File: config.mk
export PLATFORM = sky130hd
export DESIGN_NAME = sb_regoff_decoder
export DESIGN_NICKNAME = d
export VERILOG_FILES = /design/src/rtl/sb_dec_pkg.sv /design/src/rtl/sb_hw_assembler.sv /design/src/rtl/sb_dec_t16.sv /design/src/rtl/sb_dec_t32.sv /design/src/rtl/sb_dec_a32.sv /design/src/rtl/sb_regoff_decoder.sv
export SDC_FILE = /design/constraint.sdc
export NUM_CORES = 1
export LEC_CHECK = 0
export ABC_AREA = 1
export ABC_CLOCK_PERIOD_IN_PS = 2140
export BUFFER_PORTS_ARGS = -buffer_cell sky130_fd_sc_hd__clkbuf_2
export CAP_MARGIN = 20
export CORE_UTILIZATION = 54
export CTS_CLUSTER_DIAMETER = 100
export CTS_CLUSTER_SIZE = 10
export DETAILED_ROUTE_END_ITERATION = 7
export GPL_TIMING_DRIVEN = 0
export PLACE_DENSITY = 0.85
export SETUP_SLACK_MARGIN = 0.3
export SYNTH_ARGS = -nofsm -noshare
export SYNTH_HDL_FRONTEND = slang
export SYNTH_SLANG_ARGS = --single-unit
File: constraint.sdc
create_clock -name clk -period 2.14 [get_ports clk]
set_input_delay 0.107 -clock clk [delete_from_list [all_inputs] [get_ports clk]]
set_output_delay 0.107 -clock clk [all_outputs]
set_load 0.02 [all_outputs]
File: src/rtl/sb_dec_pkg.sv
// Shared widths, constants and the decoded-result record for the store-byte
// register-offset decoder. Assumes the fixed instruction field widths.
package sb_dec_pkg;
    localparam int HW_W   = 16;
    localparam int WD_W   = 32;
    localparam int RIDX_W = 4;
    localparam int AMT_W  = 5;
    localparam int TYP_W  = 2;
    localparam int COND_W = 4;

    localparam logic [COND_W-1:0] COND_ALWAYS = 4'b1110;
    localparam logic [TYP_W-1:0]  SHIFT_LSL   = 2'b00;

    typedef struct packed {
        logic              other;
        logic [RIDX_W-1:0] rt;
        logic [RIDX_W-1:0] rn;
        logic [RIDX_W-1:0] rm;
        logic              index;
        logic              add;
        logic              wback;
        logic [TYP_W-1:0]  sh_type;
        logic [AMT_W-1:0]  sh_amt;
        logic [COND_W-1:0] cond;
        logic              undef;
        logic              unpred;
        logic              redirect;
    } dec_t;

    localparam dec_t DEC_NONE = '{other: 1'b1, default: '0};
endpackage

File: src/rtl/sb_hw_assembler.sv
// Halfword assembler: splits the halfword stream into single 16-bit
// instructions and two-beat 32-bit instructions. A first halfword whose top
// five bits are 11101/11110/11111 is held until the next valid beat.
// Outputs are combinational from the current beat and the held state.
module sb_hw_assembler
    import sb_dec_pkg::*;
(
    input  logic            clk,
    input  logic            rst_n,
    input  logic            hw_valid,
    input  logic [HW_W-1:0] hw_data,
    output logic            narrow_vld,
    output logic [HW_W-1:0] narrow_hw,
    output logic            wide_vld,
    output logic [HW_W-1:0] wide_hi,
    output logic [HW_W-1:0] wide_lo
);
    logic            pending_q;
    logic [HW_W-1:0] hi_q;
    logic            is_lead;

    // Leading-halfword test on the top five bits.
    always_comb begin
        is_lead = (hw_data[HW_W-1 -: 3] == 3'b111) && (hw_data[HW_W-4 -: 2] != 2'b00);
    end

    // Route the current beat to the narrow or wide output.
    always_comb begin
        narrow_vld = hw_valid && !pending_q && !is_lead;
        narrow_hw  = hw_data;
        wide_vld   = hw_valid && pending_q;
        wide_hi    = hi_q;
        wide_lo    = hw_data;
    end

    // Hold state: capture a leading halfword, release on the next beat.
    always_ff @(posedge clk) begin
        if (!rst_n) begin
            pending_q <= 1'b0;
            hi_q      <= '0;
        end else if (hw_valid) begin
            if (pending_q) begin
                pending_q <= 1'b0;
            end else if (is_lead) begin
                pending_q <= 1'b1;
                hi_q      <= hw_data;
            end
        end
    end


    hold_steady_chk: assert property (@(posedge clk) disable iff (!rst_n)
        (pending_q && !hw_valid) |=> (pending_q && $stable(hi_q)));


    wide_release_chk: assert property (@(posedge clk) disable iff (!rst_n)
        wide_vld |=> !pending_q);
endmodule

File: src/rtl/sb_dec_t16.sv
// 16-bit compact form decoder (combinational). Assumes one halfword that is
// not part of a 32-bit pair. Fixed pre-index, add, no writeback, LSL #0.
module sb_dec_t16
    import sb_dec_pkg::*;
(
    input  logic [HW_W-1:0] hw,
    output dec_t            dec
);
    localparam int LOW_W = 3;

    // Match the opcode bits and extract the 3-bit register fields.
    always_comb begin
        dec = DEC_NONE;
        if (hw[15:9] == 7'b0101010) begin
            dec         = '0;
            dec.rm      = RIDX_W'(hw[8:6]);
            dec.rn      = RIDX_W'(hw[5:3]);
            dec.rt      = RIDX_W'(hw[LOW_W-1:0]);
            dec.index   = 1'b1;
            dec.add     = 1'b1;
            dec.wback   = 1'b0;
            dec.sh_type = SHIFT_LSL;
            dec.sh_amt  = '0;
            dec.cond    = COND_ALWAYS;
        end
    end
endmodule

File: src/rtl/sb_dec_t32.sv
// 32-bit compact form decoder (combinational). Assumes the two halfwords
// were already paired by the assembler. Reports undefined for base 15 and
// unpredictable for data or offset register 13 or 15.
module sb_dec_t32
    import sb_dec_pkg::*;
(
    input  logic [HW_W-1:0] hi,
    input  logic [HW_W-1:0] lo,
    output dec_t            dec
);
    logic [RIDX_W-1:0] r_t, r_m;

    // Flags a register index the wide compact form does not allow.
    function automatic logic bad_idx(input logic [RIDX_W-1:0] r);
        return (r == 4'd13) || (r == 4'd15);
    endfunction

    // Extract the data and offset register indices.
    always_comb begin
        r_t = lo[15:12];
        r_m = lo[3:0];
    end

    // Match fixed bits, extract fields and evaluate the error rules.
    always_comb begin
        dec = DEC_NONE;
        if ((hi[15:4] == 12'hF80) && (lo[11:6] == 6'd0)) begin
            dec         = '0;
            dec.rn      = hi[3:0];
            dec.rt      = r_t;
            dec.rm      = r_m;
            dec.index   = 1'b1;
            dec.add     = 1'b1;
            dec.wback   = 1'b0;
            dec.sh_type = SHIFT_LSL;
            dec.sh_amt  = AMT_W'(lo[5:4]);
            dec.cond    = COND_ALWAYS;
            dec.undef   = (hi[3:0] == 4'hF);
            dec.unpred  = bad_idx(r_t) || bad_idx(r_m);
        end
    end
endmodule

File: src/rtl/sb_dec_a32.sv
// Conditional 32-bit form decoder (combinational). Shift type and amount are
// passed raw for a downstream shifter. P=0 with W=1 is redirected to the
// unprivileged variant and then carries no error flags.
module sb_dec_a32
    import sb_dec_pkg::*;
(
    input  logic [WD_W-1:0] wd,
    input  logic            v6_up,
    output dec_t            dec
);
    logic p_bit, u_bit, w_bit, wb, match;
    logic [RIDX_W-1:0] r_n, r_t, r_m;

    // Field split and fixed-bit match.
    always_comb begin
        p_bit = wd[24];
        u_bit = wd[23];
        w_bit = wd[21];
        r_n   = wd[19:16];
        r_t   = wd[15:12];
        r_m   = wd[3:0];
        wb    = !p_bit || w_bit;
        match = (wd[27:25] == 3'b011) && wd[22] && !wd[20] && !wd[4];
    end

    // Build the result and apply the redirect and unpredictable rules.
    always_comb begin
        dec = DEC_NONE;
        if (match) begin
            dec         = '0;
            dec.cond    = wd[31:28];
            dec.rn      = r_n;
            dec.rt      = r_t;
            dec.rm      = r_m;
            dec.index   = p_bit;
            dec.add     = u_bit;
            dec.wback   = wb;
            dec.sh_type = wd[6:5];
            dec.sh_amt  = wd[11:7];
            if (!p_bit && w_bit) begin
                dec.redirect = 1'b1;
            end else begin
                dec.unpred = (r_t == 4'hF) || (r_m == 4'hF)
                          || (wb && ((r_n == 4'hF) || (r_n == r_t)))
                          || (!v6_up && wb && (r_m == r_n));
            end
        end
    end
endmodule

File: src/rtl/sb_regoff_decoder.sv
// Top: store-byte register-offset decoder. Pairs halfwords, decodes all
// three forms and registers one result per cycle. The word input wins over a
// halfword result in the same cycle; the halfword still advances the pairing.
module sb_regoff_decoder
    import sb_dec_pkg::*;
(
    input  logic              clk,
    input  logic              rst_n,
    input  logic              hw_valid,
    input  logic [HW_W-1:0]   hw_data,
    input  logic              wd_valid,
    input  logic [WD_W-1:0]   wd_data,
    input  logic              arch_v6_up,
    output logic              dec_valid,
    output logic              dec_other,
    output logic [RIDX_W-1:0] dec_rt,
    output logic [RIDX_W-1:0] dec_rn,
    output logic [RIDX_W-1:0] dec_rm,
    output logic              dec_index,
    output logic              dec_add,
    output logic              dec_wback,
    output logic [TYP_W-1:0]  dec_sh_type,
    output logic [AMT_W-1:0]  dec_sh_amt,
    output logic [COND_W-1:0] dec_cond,
    output logic              dec_undef,
    output logic              dec_unpred,
    output logic              dec_redirect
);
    logic            narrow_vld, wide_vld;
    logic [HW_W-1:0] narrow_hw, wide_hi, wide_lo;
    dec_t            d16, d32, dwd, next_d, res_q;
    logic            any_vld;
    logic            vld_q;

    sb_hw_assembler u_asm (
        .clk        (clk),
        .rst_n      (rst_n),
        .hw_valid   (hw_valid),
        .hw_data    (hw_data),
        .narrow_vld (narrow_vld),
        .narrow_hw  (narrow_hw),
        .wide_vld   (wide_vld),
        .wide_hi    (wide_hi),
        .wide_lo    (wide_lo)
    );

    sb_dec_t16 u_t16 (.hw(narrow_hw), .dec(d16));
    sb_dec_t32 u_t32 (.hi(wide_hi), .lo(wide_lo), .dec(d32));
    sb_dec_a32 u_a32 (.wd(wd_data), .v6_up(arch_v6_up), .dec(dwd));

    // Select the result for this cycle: word first, then halfword paths.
    always_comb begin
        any_vld = wd_valid || narrow_vld || wide_vld;
        if (wd_valid)        next_d = dwd;
        else if (wide_vld)   next_d = d32;
        else                 next_d = d16;
    end

    // Output register: one cycle of latency, valid only after a decode.
    always_ff @(posedge clk) begin
        if (!rst_n) begin
            vld_q <= 1'b0;
            res_q <= '0;
        end else begin
            vld_q <= any_vld;
            if (any_vld) res_q <= next_d;
        end
    end

    // Drive the flat output ports from the registered record.
    always_comb begin
        dec_valid    = vld_q;
        dec_other    = res_q.other;
        dec_rt       = res_q.rt;
        dec_rn       = res_q.rn;
        dec_rm       = res_q.rm;
        dec_index    = res_q.index;
        dec_add      = res_q.add;
        dec_wback    = res_q.wback;
        dec_sh_type  = res_q.sh_type;
        dec_sh_amt   = res_q.sh_amt;
        dec_cond     = res_q.cond;
        dec_undef    = res_q.undef;
        dec_unpred   = res_q.unpred;
        dec_redirect = res_q.redirect;
    end


    valid_source_chk: assert property (@(posedge clk) disable iff (!rst_n)
        dec_valid |-> $past(wd_valid || hw_valid));


    redirect_clean_chk: assert property (@(posedge clk) disable iff (!rst_n)
        (dec_valid && dec_redirect) |-> (!dec_undef && !dec_unpred && !dec_other));


    other_clean_chk: assert property (@(posedge clk) disable iff (!rst_n)
        (dec_valid && dec_other) |-> (!dec_undef && !dec_unpred && !dec_redirect
                                      && dec_rt == '0 && dec_rn == '0 && dec_rm == '0));


    undef_wide_only_chk: assert property (@(posedge clk) disable iff (!rst_n)
        (dec_valid && dec_undef) |-> (dec_rn == 4'hF && dec_cond == COND_ALWAYS && !dec_wback));


    word_wins_chk: assert property (@(posedge clk) disable iff (!rst_n)
        (wd_valid && hw_valid) |=> dec_valid);
endmodule

== Word-level counts from Yosys, hierarchy flattened ==
Index checks and enable logic that the tools add are counted.

* Word-level logic and storage cells: 71
* Input bits: 53
* Flip-flop bits (word level): 48
* Output and inout port bits: 31

* Muxes and demuxes: 9
* Equality and inequality tests: 14
* Reduce and logical (&&, ||, !) cells: 31
* Bitwise operators: 1

{| class="wikitable"
|+ Operator list
! operator !! count
|-
| 30-bit two-way mux || 5
|-
| 4-bit == test (second input constant) || 8
|-
| 12-bit == test (second input constant) || 1
|-
| 1-bit logical AND || 12
|-
| 1-bit logical OR || 10
|-
| 4-bit == test || 2
|-
| 7-bit by 6-bit == test with 1-bit output (second input constant) || 1
|-
| 1-bit zero test || 6
|-
| 6-bit zero test || 1
|-
| 1-bit two-way mux || 4
|-
| 3-bit by 2-bit == test with 1-bit output (second input constant) || 1
|-
| 3-bit == test (second input constant) || 1
|-
| 3-bit AND reduction || 1
|-
| 2-bit nonzero test || 1
|-
| 1-bit NOT || 1
|}

== Logic depth before layout (Yosys ltp) ==
Gate-level depths: netlist of run 1.

* Depth in word-level cells: 8
* Depth in mapped cells: 11
* Gate-level depth less buffers: 11

== Modules after synthesis ==
A second synthesis of run 1 with hierarchy kept.

* Cell total of the unflattened synthesis: 805
* Area, all modules: 4523.1 um2

{| class="wikitable"
|+ Modules (own cells, without submodules)
! module !! area an instance (um2) !! sequential area each (um2) !! cells each !! times used
|-
| sb_regoff_decoder || 2294.7 || 620.6 || 423 || 1
|-
| sb_hw_assembler || 1093.5 || 340.3 || 164 || 1
|-
| sb_dec_t32 || 426.7 || 0.0 || 69 || 1
|-
| sb_dec_a32 || 412.9 || 0.0 || 98 || 1
|-
| sb_dec_t16 || 295.3 || 0.0 || 51 || 1
|}

== Worst setup path before layout of run 1 ==
No wires, ideal clock.

* Path type: register -> register
* From: register u_asm.pending_q
* To: register res_q, in the netlist dec_rm[2]
* Setup time: 0.109 ns
* Arrival: 1.064 ns
* Path buffers: 1
* Clock period less this slack: 1.172 ns
* Cell stages (with the launch flop): 10
* Path slack: 0.968 ns
* Data required time: 2.031 ns
* Cell sequence: dfxtp_1 > nor2_1 > nand2_1 > nand2_1 > nand2_4 > buf_6 > o21ai_0 > inv_1 > nand2_1 > inv_1

* Word-level cells in the longest chain between the ends: 5
* Elaborated cells on any way between the ends: 8
* Classes of those cells: 2 x mux; 6 x reduce/logical

{| class="wikitable"
|+ Ends and longest elaborated chain
! element !! RTL line !! RTL
|-
| start: declaration || sb_hw_assembler.sv:18 || <nowiki>logic pending_q;</nowiki>
|-
| start signal: assignment || sb_hw_assembler.sv:39 || <nowiki>pending_q <= 1'b0;</nowiki>
|-
| start signal: assignment || sb_hw_assembler.sv:43 || <nowiki>pending_q <= 1'b0;</nowiki>
|-
| start signal: assignment || sb_hw_assembler.sv:45 || <nowiki>pending_q <= 1'b1;</nowiki>
|-
| 1-bit zero test || sb_hw_assembler.sv:29 || <nowiki>narrow_vld = hw_valid && !pending_q && !is_lead;</nowiki>
|-
| 1-bit logical AND (2 in a row) || sb_hw_assembler.sv:29 ||
|-
| 1-bit logical OR (2 in a row) || sb_regoff_decoder.sv:53 || <nowiki>any_vld = wd_valid || narrow_vld || wide_vld;</nowiki>
|-
| end signal: assignment || sb_regoff_decoder.sv:66 || <nowiki>if (any_vld) res_q <= next_d;</nowiki>
|-
| end: declaration || sb_regoff_decoder.sv:31 || <nowiki>dec_t d16, d32, dwd, next_d, res_q;</nowiki>
|}

Several ways; a longest one is shown, not always the timed one.
A chain may end at the register's enable or synchronous reset.

== Worst setup path in the final report of run 1 ==
* From: register u_asm.hi_q[12], in the netlist u_asm.wide_hi[12]
* To: register res_q, in the netlist dec_rn[3]

* Word-level cells in the longest chain between the ends: 5

{| class="wikitable"
|+ Ends and longest elaborated chain
! element !! RTL line !! RTL
|-
| start: declaration || sb_hw_assembler.sv:19 || <nowiki>logic [HW_W-1:0] hi_q;</nowiki>
|-
| start signal: assignment || sb_hw_assembler.sv:46 || <nowiki>hi_q <= hw_data;</nowiki>
|-
| 12-bit == test || sb_dec_t32.sv:27 || <nowiki>if ((hi[15:4] == 12'hF80) && (lo[11:6] == 6'd0)) begin</nowiki>
|-
| 1-bit logical AND || sb_dec_t32.sv:27 ||
|-
| 30-bit two-way mux || sb_dec_t32.sv:27 ||
|-
| 30-bit two-way mux || sb_regoff_decoder.sv:55 || <nowiki>else if (wide_vld) next_d = d32;</nowiki>
|-
| 30-bit two-way mux || sb_regoff_decoder.sv:54 || <nowiki>if (wd_valid) next_d = dwd;</nowiki>
|}

No other way between the ends.

==> flow_metrics.env, run 1 <==
export IMPL_synth_compound_area_share_pct=18.8
export IMPL_min_period_ns=1.44
export IMPL_numCtsBuffers=5
export IMPL_cp_slowest_stage_delay_ns=0.32
export IMPL_tightest_slew_ns=0.519
export IMPL_path_class="flop to flop"
export IMPL_ir_drop_uv=412
export IMPL_arrival_ns=1.68
export IMPL_die_w_um=68.9
export IMPL_final_cells=502
export IMPL_cts_root_buf="clkbuf_8"
export IMPL_hold_viol_final=0
export IMPL_worstHoldPathType="input pin to flop"
export IMPL_fin_skew_ns=0.00885
export IMPL_ys_top_cells_by_area="dfxtp_1 (40%), nand2_1 (14%), o21ai_0 (8.7%)"
export IMPL_power_density_nw_per_um2=598
export IMPL_synth_top_family_by_area="simple AND/OR/NAND/NOR gates"
export IMPL_synth_top_area_share_pct=39.8
export IMPL_drc=0
export IMPL_synth_common_cells="nand2_1 (88), inv_1 (53), dfxtp_1 (48)"
export IMPL_post_route_period_util_pct=67.4
export IMPL_num_nets_final=505
export IMPL_fp_coreArea_um2=4140
export IMPL_rows=23
export IMPL_relSlewSlack_pct=65.4
export IMPL_postSynth_asyncResetShare_pct=0
export IMPL_fmax_mhz=693
export IMPL_synthMuxAreaShare_pct=0
export IMPL_path_delay_family="simple AND/OR/NAND/NOR gates"
export IMPL_synth_seq_area_share_pct=39.8
export IMPL_post_cts_resize_count=0
export IMPL_grt_overflow=0
export IMPL_num_vias=2652
export IMPL_finalSetupViolCount=0
export IMPL_syn_num_nets=415
export IMPL_synth_warnings=0
export IMPL_leakagePower_nw=1.48
export IMPL_dp_cells=495
export IMPL_outcome="completed"
export IMPL_worstPathRequired_ns=2.38
export IMPL_rsz0062_at_grt="false"
export IMPL_worst_path_max_fanout=9
export IMPL_cts_reportedPaths_clkPinSlew_ns=0.09
export IMPL_detail_route_wl_per_cell_um=13.0
export IMPL_cts_buffer_depth=2
export IMPL_syn_inst=362
export IMPL_cts_tree="yes"
export IMPL_path_buf_inv=1
export IMPL_vias_per_cell=5.28
export IMPL_antenna_cells=0
export IMPL_synth_top_flop_cell="dfxtp_1"
export IMPL_drt_initial_drc_count=213
export IMPL_cts_sinks=48
export IMPL_worst_setup_path_end_kind="flop"
export IMPL_die_area_um2=4740
export IMPL_htreeDepth=2
export IMPL_ant_nets=0
export IMPL_synth_edf_count=0
export IMPL_synth_distinct_cells=32
export IMPL_crit_path_cell_trace="inv_1, nor2_1, nand3_1, nor2_4, nand2_1, nor3_1, nor2_1, nor2_1"
export IMPL_grt_pass1_vias=2213
export IMPL_drive_gt1_share_pct=23.9
export IMPL_clk_latency_ns=0.31
export IMPL_track_usage_pct=29.2
export IMPL_synth_seq_cells=48
export IMPL_synth_most_common_cell="nand2_1"
export IMPL_fin_tns_setup_ns=0
export IMPL_grt_first_pass_wirelength_um=10100
export IMPL_syn2layout_area_growth_pct=23.6
export IMPL_chipHeight_um=68.9
export IMPL_syn_area_per_cell_um2=6.67
export IMPL_cp_slowest_cell="dfxtp_1"
export IMPL_cp_start_kind="flop"
export IMPL_synth_largest_area_cell="dfxtp_1"
export IMPL_drt_pass1_iter_count=5
export IMPL_slew_violations=0
export IMPL_synth_xor_area_share_pct=1.09
export IMPL_synthesis_area_um2=2410
export IMPL_io_pins=84
export IMPL_antenna_found_initial=0
export IMPL_cp_common_cell="nor2_1"
export IMPL_yosys_area_share_simple_pct=27.9
export IMPL_portBuffers=83
export IMPL_cts_hold_fix_buffers=0
export IMPL_routed_wl_um=6550
export IMPL_drv_cap=0
export IMPL_synthAdderAreaFrac_pct=0
export IMPL_place_congestion=0.972
export IMPL_start_util_pct=58.2
export IMPL_grt_max_degree=15
export IMPL_detailed_place_hpwl_um=5090
export IMPL_cts_setup_buffers=0
-- logic make-up (layout without fill, tap and decap cells) --
group                     after synthesis  after routing
DFF                                    48             48
and+or+nand+nor                       151            151
AOI/OAI and AO/OA                      89             89
xor gates and xnor gates                3              3
buffers and inverters                  71            161
-- worst paths after layout --
path / startpoint / end / slack, ns / cells past startpoint
setup / recovery: u_asm.wide_hi[12]$_SDFFE_PN0P_ / dec_rn[3]$_SDFFE_PN0P_ / 0.70 / 8
hold / removal: wd_data[28] / dec_cond[0]$_SDFFE_PN0P_ / 0.02 / 3
setup reg to reg: u_asm.wide_hi[12]$_SDFFE_PN0P_ / dec_rn[3]$_SDFFE_PN0P_ / 0.70 / 8
hold reg to reg: u_asm.wide_hi[8]$_SDFFE_PN0P_ / u_asm.wide_hi[8]$_SDFFE_PN0P_ / 0.45 / 2
-- where the power goes --
group	switching, mW	leakage (nW)	internal [mW]	total, mW
logic	0.181	1.04	0.107	0.287
clock network	0.300	0.0473	0.258	0.558
registers	0.0153	0.391	0.923	0.939
-- final cells by class --
class                           instances  area [um2]
Tap cell                               50        62.6
Clock inverter                          1        8.76
Clock buffer                            6        82.6
Inverter                               57         219
Buffer                                 14        80.1
Multi-Input combinational cell        243        1150
Sequential cell                        48         961
Fill cell                             391        1160
Timing Repair Buffer                   83         415
-- routing by layer --
layer,GRT usage (%),vias to the layer above,share of wire (%)
li1,-,1345,-
met1,39.6,1181,42
met2,48.1,114,48
met3,3.45,12,8.7
met4,9.18,0,1.3
met5,0,-,0
-- flip-flops by register name (all words and copies together) (netlist names) --
register,cells
dec_valid,1
dec_rm,4
dec_index,1
dec_rn,4
dec_rt,4
dec_unpred,1
dec_add,1
dec_undef,1
u_asm.pending_q,1
u_asm.wide_hi,16
dec_sh_type,2
dec_cond,4
dec_sh_amt,5
dec_other,1
dec_redirect,1
dec_wback,1
-- per-stage QoR --
stage	util (%)	hold WS [ns]	area, um2	setup WS, ns	total power [mW]
5_1_grt	72.0	0.0195	2980	0.601	1.86
2_1_floorplan	-	0.201	2410	0.968	1.12
6_report	72.0	0.0244	2980	0.697	1.78
4_1_cts	72.0	0.0233	2980	0.718	1.79
3_3_place_gp	69.8	0.345	2890	0.767	1.24
3_5_place_dp	69.8	0.348	2890	0.740	1.24
-- worst min-delay path: cells and delay by family --
family / cells / cell delay (ns)
compound gates: 1 / 0.05
buf+inv: 1 / 0.08
simple gates: 1 / 0.05
-- cells in the final DEF (no fill, tap or decap) --
cell      count
nand2_1      88
clkbuf_2     84
inv_1        53
dfxtp_1      48
o21ai_0      42
a21oi_1      40
nor2_1       31
nand4_1      13
nand3_1       6
clkbuf_1      6
clkbuf_8      6
nor3_1        3
buf_2         3
a31oi_1       3
inv_2         2
buf_6         2
nor2_4        2
buf_4         2
clkinv_4      2
o21ai_1       2
xor2_1        2
nand4_2       1
nor3b_1       1
o21a_1        1
nand2_4       1
nand3_2       1
o21bai_1      1
clkinv_1      1
nand3_4       1
nor2_2        1
nor4_1        1
xnor2_1       1
and2_1        1
Note: power is estimated with default switching activity, not from simulation.
==> inputs of run 2 (changes only) <==
--- a/config.mk
+++ b/config.mk
@@ -6,15 +6,15 @@
 export NUM_CORES = 1
 export LEC_CHECK = 0
 export ABC_AREA = 1
-export ABC_CLOCK_PERIOD_IN_PS = 2140
+export ABC_CLOCK_PERIOD_IN_PS = 1400
 export BUFFER_PORTS_ARGS = -buffer_cell sky130_fd_sc_hd__clkbuf_2
 export CAP_MARGIN = 20
-export CORE_UTILIZATION = 54
+export CORE_UTILIZATION = 50
 export CTS_CLUSTER_DIAMETER = 100
 export CTS_CLUSTER_SIZE = 10
 export DETAILED_ROUTE_END_ITERATION = 7
 export GPL_TIMING_DRIVEN = 0
-export PLACE_DENSITY = 0.85
+export PLACE_DENSITY = 0.8
 export SETUP_SLACK_MARGIN = 0.3
 export SYNTH_ARGS = -nofsm -noshare
 export SYNTH_HDL_FRONTEND = slang
==> constraint.sdc (replaced) <==
create_clock -name clk -period 1.4 [get_ports clk]
set_input_delay 0.07 -clock clk [delete_from_list [all_inputs] [get_ports clk]]
set_output_delay 0.07 -clock clk [all_outputs]
set_load 0.02 [all_outputs]
==> flow_metrics.env, run 2 (synthesized netlist as in run 1, its figures left out) <==
export IMPL_cp_common_cell="nor2_1"
export IMPL_syn2layout_area_growth_pct=39.5
export IMPL_fin_skew_ns=0.00987
export IMPL_detail_route_wl_per_cell_um=14.9
export IMPL_place_congestion=0.918
export IMPL_track_usage_pct=28.6
export IMPL_htreeDepth=2
export IMPL_portBuffers=83
export IMPL_place_ws_ns=-0.0439
export IMPL_vias_per_cell=5.43
export IMPL_grt_first_pass_wirelength_um=11400
export IMPL_chipHeight_um=71.5
export IMPL_final_cell_mix="clkbuf_2 (83), nand2_1 (80), inv_1 (48)"
export IMPL_worstPathRequired_ns=1.64
export IMPL_rows=24
export IMPL_die_w_um=71.5
export IMPL_ant_nets=0
export IMPL_post_route_period_util_pct=101
export IMPL_met3_usage_pct=4.64
export IMPL_detailed_place_hpwl_um=5190
export IMPL_num_nets_final=516
export IMPL_path_class="flop to flop"
export IMPL_antenna_found_initial=0
export IMPL_numCtsBuffers=5
export IMPL_busiest_layer="met2"
export IMPL_outcome="complete, but fails checks"
export IMPL_min_to="dec_sh_amt[4]$_SDFFE_PN0P_"
export IMPL_drt_initial_drc_count=277
export IMPL_clk_latency_ns=0.31
export IMPL_met2_usage_pct=48.7
export IMPL_cts_reportedPaths_clkPinSlew_ns=0.10
export IMPL_cts_buffer_depth=2
export IMPL_worst_path_max_fanout=9
export IMPL_num_vias=2800
export IMPL_cts_sinks=48
export IMPL_hp_start="wd_data[11]"
export IMPL_path_delay_family="simple AND/OR/NAND/NOR gates"
export IMPL_hold_path_depth=3
export IMPL_cp_slowest_stage_delay_ns=0.39
export IMPL_grt_overflow=0
export IMPL_worst_setup_path_end_kind="flop"
export IMPL_crit_path_cell_trace="nand4_2, nor2_4, nand2_2, nor3_4, nor2_1, nor2_1"
export IMPL_relSlewSlack_pct=59.0
export IMPL_grt_max_degree=16
export IMPL_antenna_cells=0
export IMPL_routed_wl_um=7680
export IMPL_fmax_mhz=705
export IMPL_rsz0062_at_grt="true"
export IMPL_layout_commonest_cell="clkbuf_2"
export IMPL_regArea_um2=967
export IMPL_fp_coreArea_um2=4500
export IMPL_cts_root_buf="clkbuf_8"
export IMPL_start_util_pct=53.6
export IMPL_min_period_ns=1.42
export IMPL_total_power_mw=2.85
export IMPL_fin_tns_setup_ns=-0.0192
export IMPL_drc=0
export IMPL_r2r_end="dec_rn[3]$_SDFFE_PN0P_"
export IMPL_final_core_util_pct=74.7
export IMPL_grt_pass1_vias=2538
export IMPL_worstHoldPathType="input pin to flop"
export IMPL_io_pins=84
export IMPL_violations="setup timing"
export IMPL_cp_slowest_cell="dfxtp_4"
export IMPL_drt_pass1_iter_count=5
export IMPL_cts_tree="yes"
export IMPL_finalSetupViolCount=1
export IMPL_cp_start_kind="flop"
export IMPL_die_area_um2=5110
export IMPL_multi_input_area_um2=1350
export IMPL_fillers=365
export IMPL_met1_usage_pct=37.6
export IMPL_power_density_nw_per_um2=848
export IMPL_path_buf_inv=0
export IMPL_tightest_slew_ns=0.612
export IMPL_holdWs_ns=0.00692
export IMPL_ff2ff_path_depth=6
export IMPL_slew_violations=0
export IMPL_r2r_slack_ns=-0.02
export IMPL_hold_viol_final=0
export IMPL_reg2reg_from="u_asm.pending_q$_SDFFE_PN0P_"
export IMPL_drv_cap=0
export IMPL_leakagePower_nw=1.62
export IMPL_largest_reg_flops=16
export IMPL_ir_drop_uv=579
export IMPL_setup_slack_ns=-0.0192
export IMPL_drive_gt1_share_pct=36.2
export IMPL_arrival_ns=1.66
==> run 2: how the worst max path moves through the flow <==
| stage | from | endpoint | slack [ns] | cells past startpoint |
|---|---|---|---|---|
| 2_1_floorplan | u_asm.wide_hi[8]$_SDFFE_PN0P_ | dec_rn[0]$_SDFFE_PN0P_ | 0.28 | 9 |
| 3_3_place_gp | u_asm.wide_hi[8]$_SDFFE_PN0P_ | dec_rn[3]$_SDFFE_PN0P_ | 0.04 | 9 |
| 3_5_place_dp | u_asm.wide_hi[10]$_SDFFE_PN0P_ | dec_rn[3]$_SDFFE_PN0P_ | -0.04 | 9 |
| 4_1_cts | u_asm.wide_hi[10]$_SDFFE_PN0P_ | dec_unpred$_SDFFE_PN0P_ | 0.03 | 10 |
| 5_1_grt | u_asm.wide_hi[11]$_SDFFE_PN0P_ | dec_unpred$_SDFFE_PN0P_ | -0.10 | 9 |
| 6_report | u_asm.pending_q$_SDFFE_PN0P_ | dec_rn[3]$_SDFFE_PN0P_ | -0.02 | 6 |
==> run 2: report_power, final <==
group | total [mW] | internal, mW | switching (mW)
sequential | 1.44 | 1.41 | 0.0269
clock | 0.893 | 0.405 | 0.489
combinational | 0.522 | 0.196 | 0.326
total | 2.85 | 2.01 | 0.842
==> run 2: area by class of cell <==
class	count	share of cell area (%)
clock inverters	2	0.409
clock buffers	6	2.45
flip-flops and latches	48	28.7
multi-input cells	243	40.2
repair buffers	94	15.9
plain buffers	14	3.27
inverters	57	7.03
well taps	52	1.93
==> run 2: per-layer routing <==
layer  share of wire, %  vias to the layer above
met5                  0                        -
li1                   -                     1362
met3                6.7                       21
met1                 42                     1291
met2                 49                      126
met4                2.4                        0
==> run 2: metrics by stage <==
| step | cells | area [um2] |
|---|---|---|
| finish | 516 | 3370 |
| CTS | 512 | 3080 |
| detailed placement | 497 | 2900 |
| global route | 516 | 3370 |
| floorplan | 362 | 2420 |
| global placement | 497 | 2900 |
==> run 2: timing repair <==
item                                    in CTS  in global routing
endpoints found under the setup margin      47                 47
setup buffers                                3                  2
pin swaps                                    6                 21
hold buffers                                 4                  0
cloned                                       0                  2
resized for setup                            9                 88
hold endpoints to repair                     4                  0
==> run 2: tightest hold or removal path: cells and delay by family <==
family | cells | cell delay [ns]
AO/OA/AOI/OAI | 1 | 0.06
AND/OR/NAND/NOR | 1 | 0.05
buffers and inverters | 1 | 0.08
==> inputs of run 3 (changes only) <==
--- a/config.mk
+++ b/config.mk
@@ -9,11 +9,11 @@
 export ABC_CLOCK_PERIOD_IN_PS = 1400
 export BUFFER_PORTS_ARGS = -buffer_cell sky130_fd_sc_hd__clkbuf_2
 export CAP_MARGIN = 20
+export CORE_MARGIN = 4
 export CORE_UTILIZATION = 50
 export CTS_CLUSTER_DIAMETER = 100
 export CTS_CLUSTER_SIZE = 10
 export DETAILED_ROUTE_END_ITERATION = 7
-export GPL_TIMING_DRIVEN = 0
 export PLACE_DENSITY = 0.8
 export SETUP_SLACK_MARGIN = 0.3
 export SYNTH_ARGS = -nofsm -noshare
==> flow_metrics.env, run 3 (synthesized netlist as in run 1, its figures left out) <==
export IMPL_outcome="completed"
export IMPL_intPower_mw=2.03
export IMPL_cts_root_buf="clkbuf_8"
export IMPL_grt_overflow=0
export IMPL_worst_setup_path_end_kind="flop"
export IMPL_grt_max_degree=24
export IMPL_fin_skew_ns=0.00348
export IMPL_fp_coreArea_um2=4690
export IMPL_start_util_pct=51.4
export IMPL_fillers=343
export IMPL_p_sw_mw=0.844
export IMPL_path_class="flop to flop"
export IMPL_fmax_mhz=748
export IMPL_final_core_util_pct=74.1
export IMPL_antenna_found_initial=0
export IMPL_chipHeight_um=77.5
export IMPL_routed_wl_um=7920
export IMPL_post_route_period_util_pct=95.5
export IMPL_num_nets_final=523
export IMPL_drc=0
export IMPL_worstPathRequired_ns=1.64
export IMPL_worst_path_max_fanout=5
export IMPL_track_usage_pct=23.5
export IMPL_drt_initial_drc_count=322
export IMPL_path_buf_inv=1
export IMPL_cp_slowest_cell="dfxtp_1"
export IMPL_seqPwrFrac_pct=50.0
export IMPL_hold_viol_final=0
export IMPL_drt_pass1_iter_count=6
export IMPL_place_congestion=0.883
export IMPL_cp_slowest_stage_delay_ns=0.32
export IMPL_holdWs_ns=0.0300
export IMPL_cp_start_kind="flop"
export IMPL_final_cells=524
export IMPL_sw_frac_of_total_pct=29.3
export IMPL_layout_commonest_cell="clkbuf_2"
export IMPL_power_density_nw_per_um2=827
export IMPL_dp_cells=495
export IMPL_cts_buffer_depth=2
export IMPL_syn2layout_area_growth_pct=44.1
export IMPL_drv_cap=0
export IMPL_portBuffers=83
export IMPL_slew_violations=0
export IMPL_die_area_um2=6000
export IMPL_rows=25
export IMPL_finalSetupViolCount=0
export IMPL_p_clk_share_pct=30.2
export IMPL_num_vias=2860
export IMPL_largest_reg_flops=16
export IMPL_arrival_ns=1.58
export IMPL_grt_first_pass_wirelength_um=11400
export IMPL_crit_path_cell_trace="inv_1, nand2_1, nor2_2, nand2_2, nor2_4, nand2_1, nor3_1, nor2_1, nor2_1"
export IMPL_numCtsBuffers=5
export IMPL_ant_nets=0
export IMPL_combPwrFrac_pct=19.7
export IMPL_worstHoldPathType="input pin to flop"
export IMPL_detail_route_wl_per_cell_um=15.1
export IMPL_cts_sinks=48
export IMPL_antenna_cells=0
export IMPL_final_cell_mix="clkbuf_2 (83), nand2_1 (78), inv_1 (50)"
export IMPL_rsz0062_at_grt="true"
export IMPL_tightest_slew_ns=0.577
export IMPL_cts_tree="yes"
export IMPL_grt_pass1_vias=2542
export IMPL_min_period_ns=1.34
export IMPL_die_w_um=77.5
export IMPL_clk_latency_ns=0.30
export IMPL_htreeDepth=2
export IMPL_cts_reportedPaths_clkPinSlew_ns=0.09
export IMPL_detailed_place_hpwl_um=5240
export IMPL_ir_drop_uv=500
export IMPL_leakagePower_nw=1.68
export IMPL_io_pins=84
export IMPL_path_delay_family="simple AND/OR/NAND/NOR gates"
export IMPL_relSlewSlack_pct=61.6
export IMPL_drive_gt1_share_pct=38.1
export IMPL_vias_per_cell=5.46
[run 3: changes by cell type in the layout (fill, tap and decap cells not counted), sizes merged]
cell         change
dlygate4sd3      +2
clkbuf           -5
nor2             +2
buf              +6
nand2            +1
[run 3: routing by layer]
metal  track usage (%)  vias up  routed length (um)  part of all wire (%)
met3              4.64       28                 664                   8.4
met2              38.6      160                3880                    49
met1              30.3     1287                3120                    39
met5                 0        -                   0                     0
met4              9.25        0                 259                   3.3
li1                  -     1385                   -                     -
[run 3: area by class of cell]
cell class	count	area (um2)	area share, %
timing repair buffer	111	703	20.2
clock inverter	1	8.76	0.252
clock buffer	6	82.6	2.37
timing repair inverter	1	8.76	0.252
tap	54	67.6	1.94
multi-input combinational	246	1400	40.3
sequential	48	968	27.9
inverter	57	236	6.80
[run 3: metrics by stage]
step           worst slack, ns  setup TNS (ns)  total power [mW]  cell area [um2]
2_1_floorplan            0.280               0              1.71             2420
3_5_place_dp            0.0460               0              1.90             2910
5_1_grt                -0.0529         -0.0846              3.00             3480
3_3_place_gp             0.110               0              1.89             2910
6_report                0.0630               0              2.88             3480
4_1_cts                 0.0829               0              2.75             3110
[run 3: worst paths after layout]
path | startpoint | endpoint | slack, ns | cells after the start
max | u_asm.wide_hi[8]$_SDFFE_PN0P_ | dec_rn[3]$_SDFFE_PN0P_ | 0.06 | 9
min | hw_data[13] | dec_rt[1]$_SDFFE_PN0P_ | 0.03 | 3
max reg2reg | u_asm.wide_hi[8]$_SDFFE_PN0P_ | dec_rn[3]$_SDFFE_PN0P_ | 0.06 | 9
min reg2reg | u_asm.wide_hi[11]$_SDFFE_PN0P_ | u_asm.wide_hi[11]$_SDFFE_PN0P_ | 0.46 | 2
[run 3: timing repair]
item | in CTS | in global routing
buffers inserted | 2 | 6
pin swaps | 15 | 19
gates resized for setup | 10 | 90
endpoints found under the hold margin | 6 | 0
cloned | 1 | 7
hold buffers | 6 | 0
setup endpoints to repair | 41 | 44
[run 3: power by group through the flow]
stage          registers (mW)  clock network [mW]  logic (mW)
2_1_floorplan            1.50                   0       0.205
3_3_place_gp             1.47                   0       0.423
3_5_place_dp             1.47                   0       0.432
4_1_cts                  1.44               0.866       0.451
5_1_grt                  1.44               0.933       0.619
6_report                 1.44               0.870       0.567
[run 3: worst register-to-register path, stage by stage, from the launching register on]
cell and delay, ns:
dfxtp_1 0.32, inv_1 0.08, nand2_1 0.07, nor2_2 0.10, nand2_2 0.08, nor2_4 0.17, nand2_1 0.10, nor3_1 0.18
nor2_1 0.08, nor2_1 0.09
